`config.mk`:
```
export PLATFORM = sky130hd
export DESIGN_NAME = trap_psw_adjust
export DESIGN_NICKNAME = d
export VERILOG_FILES = /design/src/rtl/trap_psw_pkg.sv /design/src/rtl/trap_cc_merge.sv /design/src/rtl/trap_addr_step.sv /design/src/rtl/trap_psw_adjust.sv
export SDC_FILE = /design/constraint.sdc
export NUM_CORES = 1
export LEC_CHECK = 0
export BUFFER_PORTS_ARGS = -buffer_cell sky130_fd_sc_hd__buf_2
export CAP_MARGIN = 15
export CORE_UTILIZATION = 44
export CTS_BUF_LIST = sky130_fd_sc_hd__clkbuf_2
export DETAILED_ROUTE_END_ITERATION = 8
export MAX_ROUTING_LAYER = met4
export PLACE_DENSITY_LB_ADDON = 0.1
export RECOVER_POWER = 50
export REMOVE_ABC_BUFFERS = 1
export SYNTH_ARGS = -nofsm -noshare
export SYNTH_HDL_FRONTEND = slang
export SYNTH_SLANG_ARGS = --single-unit
```
`constraint.sdc`:
```
create_clock -name clk_i -period 1.1 [get_ports clk_i]
set_input_delay 0.11 -clock clk_i [delete_from_list [all_inputs] [get_ports clk_i]]
set_output_delay 0.11 -clock clk_i [all_outputs]
set_load 0.01 [all_outputs]
```
`src/rtl/trap_psw_pkg.sv`:
```
package trap_psw_pkg;
  localparam int unsigned PSW_W  = 32;
  localparam int unsigned ADDR_W = 17;
  localparam int unsigned NCAUSE = 4;
  localparam int unsigned AI_POS = 9;

  // machine bit numbering: bit 0 is the MSB
  function automatic int unsigned msb_idx(int unsigned width, int unsigned pos);
    return width - 1 - pos;
  endfunction
endpackage

```
`src/rtl/trap_cc_merge.sv`:
```
module trap_cc_merge #(
  parameter int unsigned PSW_W  = 32,
  parameter int unsigned NCAUSE = 4
) (
  input  logic [PSW_W-1:0]  psw_i,
  input  logic [NCAUSE-1:0] cause_i,
  input  logic              en_i,
  output logic [PSW_W-1:0]  psw_o
);
  logic [PSW_W-1:0] mask;

  // cause k maps to CC bit k (MSB-first)
  for (genvar b = 0; b < PSW_W; b++) begin : g_mask
    if (b >= PSW_W - NCAUSE) begin : g_cc
      assign mask[b] = en_i & cause_i[PSW_W-1-b];
    end else begin : g_zero
      assign mask[b] = 1'b0;
    end
  end

  assign psw_o = psw_i | mask;
endmodule

```
`src/rtl/trap_addr_step.sv`:
```
module trap_addr_step #(
  parameter int unsigned ADDR_W = 17,
  parameter int unsigned NCAUSE = 4
) (
  input  logic [ADDR_W-1:0] addr_i,
  input  logic [NCAUSE-1:0] cause_i,
  input  logic              en_i,
  output logic [ADDR_W-1:0] addr_o
);
  logic [ADDR_W-1:0] part [NCAUSE];
  logic [ADDR_W-1:0] step;

  // cause k weighs 2^(NCAUSE-1-k)
  for (genvar k = 0; k < NCAUSE; k++) begin : g_part
    assign part[k] = (en_i && cause_i[k]) ? (ADDR_W'(1) << (NCAUSE - 1 - k)) : '0;
  end

  always_comb begin
    step = '0;
    for (int k = 0; k < NCAUSE; k++) step = step + part[k];
  end

  assign addr_o = addr_i + step;  // wraps within the field
endmodule

```
`src/rtl/trap_psw_adjust.sv`:
```
module trap_psw_adjust
  import trap_psw_pkg::*;
#(
  parameter int unsigned PW = PSW_W,
  parameter int unsigned AW = ADDR_W,
  parameter int unsigned NC = NCAUSE,
  parameter int unsigned AI = AI_POS
) (
  input  logic          clk_i,
  input  logic          rst_ni,
  input  logic          valid_i,
  input  logic [PW-1:0] psw_i,
  input  logic [PW-1:0] xinstr_i,
  input  logic          trap40_i,
  input  logic          bad_instr_i,
  input  logic          bad_mem_i,
  input  logic          priv_i,
  input  logic          prot_i,
  output logic [PW-1:0] psw_o,
  output logic          done_o
);
  localparam int unsigned AI_BIT = msb_idx(PW, AI);

  logic [NC-1:0] cause;
  logic          ai;
  logic [PW-1:0] cc_psw;
  logic [AW-1:0] addr_nxt;
  logic [PW-1:0] adj_psw;

  assign cause = {prot_i, priv_i, bad_mem_i, bad_instr_i};
  assign ai    = xinstr_i[AI_BIT];

  trap_cc_merge #(.PSW_W(PW), .NCAUSE(NC)) u_cc (
    .psw_i  (psw_i),
    .cause_i(cause),
    .en_i   (trap40_i),
    .psw_o  (cc_psw)
  );

  trap_addr_step #(.ADDR_W(AW), .NCAUSE(NC)) u_step (
    .addr_i (psw_i[AW-1:0]),
    .cause_i(cause),
    .en_i   (trap40_i & ai),
    .addr_o (addr_nxt)
  );

  assign adj_psw = {cc_psw[PW-1:AW], addr_nxt};

  always_ff @(posedge clk_i or negedge rst_ni) begin
    if (!rst_ni) begin
      psw_o  <= '0;
      done_o <= 1'b0;
    end else begin
      done_o <= valid_i;
      if (valid_i) psw_o <= adj_psw;
    end
  end

  // past_ok: one edge seen since reset release
  logic past_ok;
  always_ff @(posedge clk_i or negedge rst_ni) begin
    if (!rst_ni) past_ok <= 1'b0;
    else         past_ok <= 1'b1;
  end

  assert_done_pulse_R9: assert property (@(posedge clk_i) disable iff (!rst_ni)
    past_ok |-> (done_o == $past(valid_i)));

  assert_hold_R9: assert property (@(posedge clk_i) disable iff (!rst_ni)
    (past_ok && !$past(valid_i)) |-> $stable(psw_o));

  assert_passthru_R1: assert property (@(posedge clk_i) disable iff (!rst_ni)
    (past_ok && $past(valid_i && !trap40_i)) |-> (psw_o == $past(psw_i)));

  assert_mid_kept_R8: assert property (@(posedge clk_i) disable iff (!rst_ni)
    (past_ok && $past(valid_i)) |-> (psw_o[PW-1-NC:AW] == $past(psw_i[PW-1-NC:AW])));

  assert_cc1_set_R2: assert property (@(posedge clk_i) disable iff (!rst_ni)
    (past_ok && $past(valid_i && trap40_i && bad_instr_i)) |-> psw_o[PW-1]);

  assert_no_step_R7: assert property (@(posedge clk_i) disable iff (!rst_ni)
    (past_ok && $past(valid_i && !xinstr_i[AI_BIT])) |-> (psw_o[AW-1:0] == $past(psw_i[AW-1:0])));
endmodule

```
==> flow_metrics.py <==
metrics = {
    "run_status": {
        "outcome": "complete, but fails checks",
        "violations": "setup timing",
    },
    "sta": {
        "worstMarginPinSlew_ps": 819.4,
        "relSlewSlack_pct": 45.38,
        "fmax_mhz": 673.1,
        "setup_viol": 14,
        "finalHoldViolCount": 0,
        "min_period_over_period_pct": 135.1,
        "fin_skew_ps": 0,
        "period_minus_slack_ps": 1486,
        "drv_slew": 0,
        "rsz0062_at_grt": "true",
        "setup_ws_ps": -385.6,
    },
    "logic_synthesis": {
        "ys_seq_area_share_pct": 48.60,
        "synth.area.top_cells": "dfrtp_1, mux2_2, a31oi_1",
        "synthArstFlopShare_pct": 100.0,
        "yosysTopAreaCellShare_pct": 48.60,
        "synthesis.area_um2": 1699,
        "yosysWarnings": 0,
        "yosysMostFrequentCell": "dfrtp_1",
        "syn_area_per_cell_um2": 10.82,
        "synth_ff_type": "dfrtp_1",
        "syn_inst": 157,
        "synth_commonest_cells": "dfrtp_1, mux2_2, nor2_1, a21oi_1, a31oi_1",
        "synth-edff-count": 0,
        "synth-seq-cells": 33,
        "synth_cell_types": 35,
        "yosys.area.top_type": "dfrtp_1",
    },
    "worst_setup_path": {
        "arrival_ps": 1770,
        "crit_type": "input pin to register",
        "endpoint_kind": "register",
        "worst-path-buf-inv": 2,
        "cp-start-kind": "input pin",
        "cp_cell_sequence": "buf_8 -> and3_4 -> ha_4 -> fa_2 -> a21o_4 -> a21oi_4 -> buf_6 -> xnor2_2 -> mux2_4",
        "critical_path_required_ps": 1380,
        "crit_slowest_cell": "fa_2",
        "worst-path-max-fanout": 8,
        "cp_top_family": "adder cells",
        "max_stage_delay_ps": 370,
    },
    "drt": {
        "vias": 1689,
        "antenna_left": 0,
        "vias_per_cell": 5.229,
        "routed_wl_mm": 4.597,
        "dr.pass1.iters": 4,
        "drc": 0,
        "wl_per_cell_um": 14.23,
        "drt-initial-drc-count": 29,
    },
    "clock_tree": {
        "cts_buffer_depth": 2,
        "clock-root-buffer": "clkbuf_2",
        "numCtsBuffers": 5,
        "cts_htree_levels": 2,
        "clkSinkCount": 33,
        "clkTransAtPathRegs_ps": 170,
        "clk_latency_ps": 370,
        "cts_tree": "yes",
    },
    "place": {
        "place_ws_ps": -924.4,
        "dp_hpwl_mm": 3.107,
        "port_buffers": 73,
        "gp_congestion": 0.8269,
    },
    "global_route": {
        "grt_max_degree": 34,
        "grt_pass1_vias": 1591,
        "grtUsageTotal_pct": 23.00,
        "grt_antenna_before_repair": 0,
        "grt_overflow": 0,
        "grt_pass1_wl_mm": 7.017,
    },
    "floorplan": {
        "die_w_um": 64.14,
        "die_h_um": 64.14,
        "initial_utilization_pct": 46.07,
        "ioPinCount": 105,
        "dieArea_um2": 4114,
        "rows": 22,
        "core_area_um2": 3689,
    },
    "run": {
        "max_cap_viol_count": 0,
    },
    "layout": {
        "n_antenna_cell": 0,
        "syn_to_final_growth_pct": 60.38,
        "nNetsFinal": 351,
        "fillCellCount": 264,
        "drive_above_1_share_pct": 56.00,
    },
    "power_and_ir_drop": {
        "peakVddDrop_mv": 0.7603,
        "p_per_area_nw_per_um2": 1104,
        "p_total_mw": 3.009,
        "leakagePower_nw": 1.270,
    },
    "min_path": {
        "hp-class": "input pin to register",
    },
}
[report_power, final]
| part | switching, mW | internal [mW] | total, mW |
|---|---|---|---|
| combinational | 0.377 | 0.441 | 0.818 |
| sequential | 0.0647 | 1.34 | 1.40 |
| clock | 0.401 | 0.388 | 0.790 |
| total | 0.843 | 2.17 | 3.01 |
[kinds of logic after synthesis]
group	after synthesis	share of synthesized area (%)
DFF	33	48.60
adders and majority gates	5	4.124
AOI/OAI and AO/OA	41	15.17
xor gates and xnor gates	2	1.031
buffers and inverters	12	5.081
muxes	15	9.941
and+or+nand+nor	49	16.05
[layout by cell type, fill, tap and decap left out, drive strengths merged, types with 2 or more instances in the layout]
cell type / count
a21o: 3
a21oi: 12
a31o: 2
a31oi: 11
and3: 7
buf: 104
clkbuf: 7
dfrtp: 33
dlygate4sd3: 13
ha: 4
inv: 4
mux2: 15
nand2: 4
nand2b: 3
nand3: 6
nand4: 3
nor2: 15
o21ai: 5
o31ai: 3
or3: 4
or4: 5
xnor2: 2
[worst min-delay path, delay by kind of cell]
| kind | cells | cell delay (ps) |
|---|---|---|
| buffers and inverters | 2 | 130 |
| AOI/OAI and AO/OA | 1 | 70 |
| and+or+nand+nor | 1 | 60 |
[per-layer routing]
metal  routed length (um)  GRT usage [%]
met1                 1952          26.42
met2                 2388          41.49
met3                  222          4.464
met4                   33          5.000
met5                    0              -
[final timing paths]
check / from / end / slack, ps / cells past startpoint
worst max-delay path: trap40_i / psw_o[4] / -390 / 9
worst min-delay path: psw_i[15] / psw_o[15] / 20 / 4
worst max register to register: psw_o[16] / psw_o[16] / 250 / 3
worst min register to register: psw_o[17] / psw_o[17] / 530 / 1
max in group asynchronous: rst_ni / psw_o[17] / 150 / 3
min in group asynchronous: rst_ni / psw_o[2] / 420 / 3
[final cells by class]
| type | instances | area, um^2 | area share, % |
|---|---|---|---|
| clock buffers | 6 | 30.03 | 1.102 |
| inverters | 4 | 15.01 | 0.5510 |
| clock inverters | 2 | 33.78 | 1.240 |
| multi-input cells | 112 | 948.4 | 34.80 |
| well taps | 48 | 60.06 | 2.204 |
| repair buffers | 118 | 812.0 | 29.80 |
| flip-flops and latches | 33 | 825.8 | 30.30 |
[sequential cells by signal, indices dropped and copies added (netlist names)]
| name | cells |
|---|---|
| psw_o | 32 |
| done_o | 1 |
[timing repair]
| action | CTS | global route |
|---|---|---|
| gates resized for setup | 31 | 12 |
| buffers inserted | 2 | 3 |
| endpoints found under the hold margin | 45 | 0 |
| setup endpoints to repair | 14 | 17 |
| hold buffers | 13 | 0 |
| pin swaps | 18 | 18 |
| cloned | 1 | 0 |
[per-stage QoR]
stage               setup TNS (ps)  instances  hold slack, ps  utilization, %  instance area (um^2)
floorplan                    -9091        149          -185.6               -                  1628
global placement            -10570        298           150.2           62.04                  2288
detailed placement          -11240        298           163.2           62.04                  2288
CTS                          -3020        320           2.064           71.54                  2639
global route                 -4141        323           7.156           73.88                  2725
finish                       -3781        323           19.67           73.88                  2725
(Power assumes the default switching activity.)
